## src/rtl/fag_pkg.sv

```systemverilog
package fag_pkg;
   typedef enum logic [1:0] {
      KIND_COND = 2'd0,
      KIND_JUMP = 2'd1,
      KIND_RET  = 2'd2,
      KIND_IND  = 2'd3
   } br_kind_e;

   typedef enum logic [1:0] {
      XF_TAKEN = 2'd0,
      XF_FALL  = 2'd1,
      XF_RET   = 2'd2,
      XF_RSVD  = 2'd3
   } xfer_e;

   localparam logic [1:0] CTR_WEAK_NT = 2'b01;
endpackage

```

## src/rtl/fag_ctr_table.sv

```systemverilog
module fag_ctr_table #(
   parameter int HIST_W = 8
) (
   input  logic              clk,
   input  logic              rst_n,
   input  logic [HIST_W-1:0] rd_idx,
   output logic              rd_taken,
   input  logic              wr_en,
   input  logic [HIST_W-1:0] wr_idx,
   input  logic              wr_taken
);
   localparam int DEPTH = 1 << HIST_W;

   logic [DEPTH-1:0] taken_vec;

   for (genvar i = 0; i < DEPTH; i++) begin : g_cell
      logic [1:0] ctr;
      always_ff @(posedge clk or negedge rst_n) begin
         if (!rst_n) begin
            ctr <= fag_pkg::CTR_WEAK_NT;
         end else if (wr_en && (wr_idx == HIST_W'(i))) begin
            if (wr_taken && ctr != 2'b11)      ctr <= ctr + 2'd1;
            else if (!wr_taken && ctr != 2'b00) ctr <= ctr - 2'd1;
         end
      end
      assign taken_vec[i] = ctr[1];
   end

   assign rd_taken = taken_vec[rd_idx];
endmodule

```

## src/rtl/fag_select.sv

```systemverilog
module fag_select
   import fag_pkg::*;
#(
   parameter int LINE_W = 12,
   parameter int POS_W  = 4
) (
   input  logic [LINE_W-1:0]       line,
   input  logic [1:0]              xfer_in,
   input  logic                    pred_taken,
   input  logic                    tk_hit,
   input  logic [1:0]              tk_kind,
   input  logic [LINE_W+POS_W-1:0] tk_tgt,
   input  logic [POS_W-1:0]        tk_pos,
   input  logic                    nt_hit,
   input  logic [1:0]              nt_kind,
   input  logic [LINE_W+POS_W-1:0] nt_tgt,
   input  logic [POS_W-1:0]        nt_pos,
   input  logic                    sas_valid,
   input  logic [1:0]              sas_kind,
   input  logic [LINE_W+POS_W-1:0] sas_tgt,
   input  logic [POS_W-1:0]        sas_pos,
   input  logic [LINE_W+POS_W-1:0] ras_top,
   output logic [LINE_W+POS_W-1:0] addr,
   output logic [LINE_W+POS_W-1:0] alt,
   output logic [POS_W-1:0]        pos,
   output logic [1:0]              xfer_out,
   output logic                    is_cond,
   output logic                    taken
);
   localparam int ADDR_W = LINE_W + POS_W;

   logic              e_hit;
   logic [1:0]        e_kind;
   logic [ADDR_W-1:0] e_tgt;
   logic [POS_W-1:0]  e_pos;
   logic [ADDR_W-1:0] fall_addr;
   logic [ADDR_W-1:0] seq_addr;

   always_comb begin
      unique case (xfer_e'(xfer_in))
         XF_TAKEN: begin e_hit = tk_hit;    e_kind = tk_kind;  e_tgt = tk_tgt;  e_pos = tk_pos;  end
         XF_RET:   begin e_hit = sas_valid; e_kind = sas_kind; e_tgt = sas_tgt; e_pos = sas_pos; end
         default:  begin e_hit = nt_hit;    e_kind = nt_kind;  e_tgt = nt_tgt;  e_pos = nt_pos;  end
      endcase
   end

   assign fall_addr = {line + LINE_W'(1), {POS_W{1'b0}}};
   assign seq_addr  = {line, e_pos} + ADDR_W'(1);

   always_comb begin
      addr     = fall_addr;
      alt      = fall_addr;
      pos      = {POS_W{1'b1}};
      xfer_out = XF_FALL;
      is_cond  = 1'b0;
      taken    = 1'b0;
      if (e_hit) begin
         pos = e_pos;
         unique case (br_kind_e'(e_kind))
            KIND_COND: begin
               is_cond  = 1'b1;
               taken    = pred_taken;
               addr     = pred_taken ? e_tgt : seq_addr;
               alt      = pred_taken ? seq_addr : e_tgt;
               xfer_out = pred_taken ? XF_TAKEN : XF_FALL;
            end
            KIND_RET: begin
               addr     = ras_top;
               alt      = ras_top;
               xfer_out = XF_RET;
            end
            default: begin
               addr     = e_tgt;
               alt      = e_tgt;
               xfer_out = XF_TAKEN;
            end
         endcase
      end
   end
endmodule

```

## src/rtl/fag_hist.sv

```systemverilog
module fag_hist #(
   parameter int HIST_W = 8
) (
   input  logic              clk,
   input  logic              rst_n,
   input  logic              shift_en,
   input  logic              shift_bit,
   input  logic              load_en,
   input  logic [HIST_W-1:0] load_val,
   output logic [HIST_W-1:0] hist
);
   always_ff @(posedge clk or negedge rst_n) begin
      if (!rst_n)        hist <= '0;
      else if (load_en)  hist <= load_val;
      else if (shift_en) hist <= {hist[HIST_W-2:0], shift_bit};
   end
endmodule

```

## src/rtl/fetch_ahead_gen.sv

```systemverilog
module fetch_ahead_gen #(
   parameter int LINE_W = 12,
   parameter int POS_W  = 4,
   parameter int HIST_W = 8
) (
   input  logic                    clk,
   input  logic                    rst_n,
   input  logic                    s1_valid,
   input  logic [LINE_W-1:0]       s1_line,
   input  logic [POS_W-1:0]        s1_pos,
   input  logic [LINE_W-1:0]       s2_line,
   input  logic [1:0]              s2_xfer,
   input  logic                    tk_hit,
   input  logic [1:0]              tk_kind,
   input  logic [LINE_W+POS_W-1:0] tk_tgt,
   input  logic [POS_W-1:0]        tk_pos,
   input  logic                    nt_hit,
   input  logic [1:0]              nt_kind,
   input  logic [LINE_W+POS_W-1:0] nt_tgt,
   input  logic [POS_W-1:0]        nt_pos,
   input  logic                    sas_valid,
   input  logic [1:0]              sas_kind,
   input  logic [LINE_W+POS_W-1:0] sas_tgt,
   input  logic [POS_W-1:0]        sas_pos,
   input  logic [LINE_W+POS_W-1:0] ras_top,
   input  logic                    upd_valid,
   input  logic [HIST_W-1:0]       upd_idx,
   input  logic                    upd_taken,
   input  logic                    rd_valid,
   input  logic [HIST_W-1:0]       rd_hist,
   output logic                    nxt_valid,
   output logic [LINE_W+POS_W-1:0] nxt_addr,
   output logic [POS_W-1:0]        nxt_pos,
   output logic [1:0]              nxt_xfer,
   output logic                    nxt_cond,
   output logic                    nxt_taken,
   output logic [HIST_W-1:0]       ghr_o,
   output logic [LINE_W+POS_W-1:0] alt_addr_q,
   output logic [HIST_W-1:0]       alt_hist_q
);
   localparam int ADDR_W = LINE_W + POS_W;

   if (HIST_W < 2 || HIST_W > ADDR_W) begin : g_bad_hist
      $error("fetch_ahead_gen: HIST_W must lie in 2..LINE_W+POS_W");
   end
   if (LINE_W < 1 || POS_W < 1) begin : g_bad_geom
      $error("fetch_ahead_gen: LINE_W and POS_W must be positive");
   end

   // stage 1: index from the previous branch, position forwarded from stage 2
   logic [POS_W-1:0]  pos_sel;
   logic [ADDR_W-1:0] s1_br_addr;
   logic [HIST_W-1:0] s1_idx;
   logic              s1_pred;

   assign pos_sel    = nxt_valid ? nxt_pos : s1_pos;
   assign s1_br_addr = {s1_line, pos_sel};
   assign s1_idx     = s1_br_addr[HIST_W-1:0] ^ ghr_o;

   fag_ctr_table #(.HIST_W(HIST_W)) u_table (
      .clk      (clk),
      .rst_n    (rst_n),
      .rd_idx   (s1_idx),
      .rd_taken (s1_pred),
      .wr_en    (upd_valid),
      .wr_idx   (upd_idx),
      .wr_taken (upd_taken)
   );

   // stage 1 -> stage 2 registers
   logic s2_valid_q;
   logic s2_pred_q;

   always_ff @(posedge clk or negedge rst_n) begin
      if (!rst_n) begin
         s2_valid_q <= 1'b0;
         s2_pred_q  <= 1'b0;
      end else begin
         s2_valid_q <= s1_valid;
         s2_pred_q  <= s1_pred;
      end
   end

   // stage 2: candidate selection
   logic [ADDR_W-1:0] sel_alt;
   logic              sel_cond;
   logic              sel_taken;

   fag_select #(.LINE_W(LINE_W), .POS_W(POS_W)) u_sel (
      .line       (s2_line),
      .xfer_in    (s2_xfer),
      .pred_taken (s2_pred_q),
      .tk_hit     (tk_hit),
      .tk_kind    (tk_kind),
      .tk_tgt     (tk_tgt),
      .tk_pos     (tk_pos),
      .nt_hit     (nt_hit),
      .nt_kind    (nt_kind),
      .nt_tgt     (nt_tgt),
      .nt_pos     (nt_pos),
      .sas_valid  (sas_valid),
      .sas_kind   (sas_kind),
      .sas_tgt    (sas_tgt),
      .sas_pos    (sas_pos),
      .ras_top    (ras_top),
      .addr       (nxt_addr),
      .alt        (sel_alt),
      .pos        (nxt_pos),
      .xfer_out   (nxt_xfer),
      .is_cond    (sel_cond),
      .taken      (sel_taken)
   );

   assign nxt_valid = s2_valid_q;
   assign nxt_cond  = sel_cond;
   assign nxt_taken = sel_taken;

   logic cond_fire;
   assign cond_fire = s2_valid_q & sel_cond;

   fag_hist #(.HIST_W(HIST_W)) u_hist (
      .clk       (clk),
      .rst_n     (rst_n),
      .shift_en  (cond_fire),
      .shift_bit (sel_taken),
      .load_en   (rd_valid),
      .load_val  (rd_hist),
      .hist      (ghr_o)
   );

   // recovery state for the path not taken
   always_ff @(posedge clk or negedge rst_n) begin
      if (!rst_n) begin
         alt_addr_q <= '0;
         alt_hist_q <= '0;
      end else if (cond_fire) begin
         alt_addr_q <= sel_alt;
         alt_hist_q <= {ghr_o[HIST_W-2:0], ~sel_taken};
      end
   end
endmodule

```

## config.mk

```make
export PLATFORM = sky130hd
export DESIGN_NAME = fetch_ahead_gen
export DESIGN_NICKNAME = d
export VERILOG_FILES = /design/src/rtl/fag_pkg.sv /design/src/rtl/fag_ctr_table.sv /design/src/rtl/fag_select.sv /design/src/rtl/fag_hist.sv /design/src/rtl/fetch_ahead_gen.sv
export SDC_FILE = /design/constraint.sdc
export NUM_CORES = 2
export LEC_CHECK = 0
export BUFFER_PORTS_ARGS = -buffer_cell sky130_fd_sc_hd__buf_2
export CORE_AREA = 2 2 226 228
export DETAILED_ROUTE_END_ITERATION = 10
export DIE_AREA = 0 0 228 230
export GPL_ROUTABILITY_DRIVEN = 0
export PLACE_DENSITY = 0.83
export SLEW_MARGIN = 20
export SYNTH_ARGS = -nofsm -noshare
export SYNTH_HDL_FRONTEND = slang
export SYNTH_SLANG_ARGS = --single-unit
```

## constraint.sdc

```tcl
create_clock -name clk -period 4.9 [get_ports clk]
set_clock_uncertainty 0.1 [all_clocks]
set_input_delay 0.245 -clock clk [delete_from_list [all_inputs] [get_ports clk]]
set_output_delay 0.245 -clock clk [all_outputs]
set_load 0.05 [all_outputs]
```

==> qor.txt <==
crit path launch: nxt_valid
Ports: 194
Syn Inst Count: 3993
CTS tree: yes
critical-path cell list: nor2b_1, a221o_1, a31oi_1, nand2_4, buf_12, mux2i_1, a221oi_2, nand3_1, o2111ai_1, nor3_1, o32ai_2
pwr dens: 325.0 nW/um^2
clock sink count: 546
CTS H-tree depth: 2
hold path start: ras_top[2]
Startpoint Class: flip-flop
setup TNS: 0 ps
pin count of the biggest net entering global routing: 174
Pleak: 12.98 nW
grt met1 use: 46.33%
status: completed
CP peak stage delay: 670 ps
Yosys cell types: 65
first-pass GRT wire length: 149200 um
GRT overflow: 0
via count: 31.91k
post-synth top area share: 22.65%
Post-Syn Area: 32040 um^2
Worst-path clk slew: 70 ps
CP bufs+invs: 1
Worst Tran Pin Value: 1195 ps
Critical Path Fanout Max: 43
top post-synthesis cells by area: dfrtp_1 23%, dfstp_2 21%, o21ai_0 13%
crit path time final: 4286 ps
initial core utilization: 64.26%
Slew HR: 20.14%
PortBufs: 185
Post-synth top cells: 862 x o21ai_0, 629 x nand2_1, 542 x a21oi_1, 386 x nor2_1, 290 x dfrtp_1
Slew Limit Fails: 0
dominant synthesized flop cell: dfrtp_1
Synth area leader: dfrtp_1
post-cts gate resize count: 0
gr busiest metal: met2
worst hold-check path type: in2reg
vias per std cell: 6.556
Max Fclk: 233.3 MHz
worst skew pair latency: 620 ps
DRC Markers: 0
Final ANT Viol Nets: 0
Layout Area Growth over Synthesis: 12.30%
RSZ-0062 raised after global routing: false
kind of cell adding the most delay to the critical path: simple AND/OR/NAND/NOR gates
met3 Usage GRT: 5.841%
placed cell count: 4712
synthesized area per cell: 8.024 um^2
CTS Buffer Depth: 3
Total GRT Usage: 35.19%
DP HPWL: 60650 um
CP max-delay cell: nor3_1
EDFF count, synth: 0
number of global-route vias before repair: 28.47k
Root Buffer: clkbuf_16
crit path DAT: 4670 ps
core region area: 49860 um^2
top-count cell post-synth: o21ai_0
row count: 82
CP required: 5290 ps
wire length per cell: 19.62 um
Synth Warn #: 0
CP Capture Type: flip-flop
fraction of layout cells with a size suffix above 1: 15.71%
r2r startpoint: nxt_valid
MaxCap Viol Count: 0
count of final setup violators: 0
fin util: 72.16%
VDD IR-drop max: 0.2499 mV
DR iter-0 viols: 3992
initial antenna violation count: 4
drt first pass iters: 6
Final Hold Viols: 0
number of CTS-inserted buffers: 59
Final period util: 87.47%
Net Count, Synth: 4132
die outline area: 52440 um^2
Routed WL: 95510 um
FFs w/ async S/R, synth: 100.0%
die height: 230 um
M2 GR Usage: 55.63%
critical path class: reg2reg
Layout Cells excl Fill: 4867
nets@finish: 4277
Yosys reg bits: 546
register area share after synthesis: 43.64%
Die X: 228 um
cell usage in the layout (no fill, tap or decap), types with 13 or more instances in the layout:
| cell type | netlist | final |
|---|---|---|
| o21ai_0 | 862 | 862 |
| buf_2 | 13 | 184 |
| nand4_1 | 15 | 15 |
| dfstp_2 | 256 | 256 |
| mux2_2 | 14 | 14 |
| nor3b_1 | 111 | 111 |
| a21oi_1 | 542 | 542 |
| clkbuf_16 | 0 | 59 |
| buf_4 | 8 | 51 |
| nor2_1 | 386 | 377 |
| dlygate4sd3_1 | 0 | 37 |
| a211oi_1 | 13 | 13 |
| mux2i_1 | 91 | 91 |
| nand3b_1 | 96 | 96 |
| nand3_1 | 92 | 90 |
| xor2_1 | 13 | 13 |
| nand2_1 | 629 | 628 |
| a31oi_1 | 123 | 123 |
| clkbuf_1 | 158 | 17 |
| a32oi_1 | 14 | 14 |
| clkbuf_8 | 0 | 19 |
| dfrtp_1 | 290 | 290 |
| o31ai_1 | 95 | 95 |
per-stage QoR:
| step | power (mW) | worst slack, ps | area [um^2] | hold WS [ps] |
|---|---|---|---|---|
| floorplan | 6.283 | 1134 | 32040 | -150.6 |
| finish | 11.70 | 614.1 | 35980 | 14.57 |
| detailed placement | 6.969 | 779.3 | 33550 | 255.9 |
| global placement | 6.936 | 928.1 | 33550 | 254.6 |
| CTS | 11.65 | 775.9 | 35950 | 2.652 |
| global route | 12.04 | 532.9 | 35980 | 61.27 |
what timing repair did:
item                                   CTS  global route
endpoints found under the hold margin   74             0
hold buffers                            37             0
buffers inserted                         0             0
kinds of logic after synthesis:
kind of cell             after synthesis  share of synthesized area (%)
AO/OA/AOI/OAI                       1714                          29.16
AND/OR/NAND/NOR                     1395                          19.79
flip-flops                           546                          43.64
buffers and inverters                201                          2.714
multiplexers                         111                          3.733
XOR/XNOR                              24                         0.8903
adder cells (fa/ha/maj)                2                        0.07809
where the power goes:
part           leakage, nW  switching [mW]  internal (mW)
clock network         1.00            1.92           2.77
registers             5.35           0.140           4.70
logic                 6.62            1.56          0.606
worst paths after layout:
| path | endpoint | slack (ps) | cells after the start |
|---|---|---|---|
| worst max register to register | s2_pred_q | 610 | 11 |
| worst min-delay path | alt_addr_q[2] | 10 | 4 |
| min in group asynchronous | u_table.g_cell[143].ctr[1] | 180 | 2 |
| worst min register to register | alt_addr_q[2] | 370 | 1 |
| worst max-delay path | s2_pred_q | 610 | 11 |
| max in group asynchronous | alt_addr_q[10] | 3340 | 3 |
tightest hold or removal path: cells and delay by family:
family / cells / cell delay (ps)
AOI/OAI and AO/OA: 3 / 390
buffers and inverters: 1 / 70
state kept, by name (all words and copies together), names as in the netlist:
name	cells
alt_addr_q	16
alt_hist_q	8
nxt_valid	1
s2_pred_q	1
u_hist.hist	8
u_table.g_cell.ctr	512
cell type report:
cell class              count  area, um^2
flip-flops and latches    546       13980
inverters                   6       31.28
diodes                      6       15.01
well taps                 672       840.8
clock buffers              95        1802
clock inverters            17       225.2
multi-input cells        3246       17270
repair buffers            279        1809
fillers                  3919       13880
routing by layer:
layer | vias up | part of all wire [%]
met3 | 325 | 8.5
met1 | 15160 | 41
met2 | 1567 | 46
met5 | - | 0
met4 | 0 | 5.3
li1 | 14860 | -
Power figures use the tool's default switching activity.
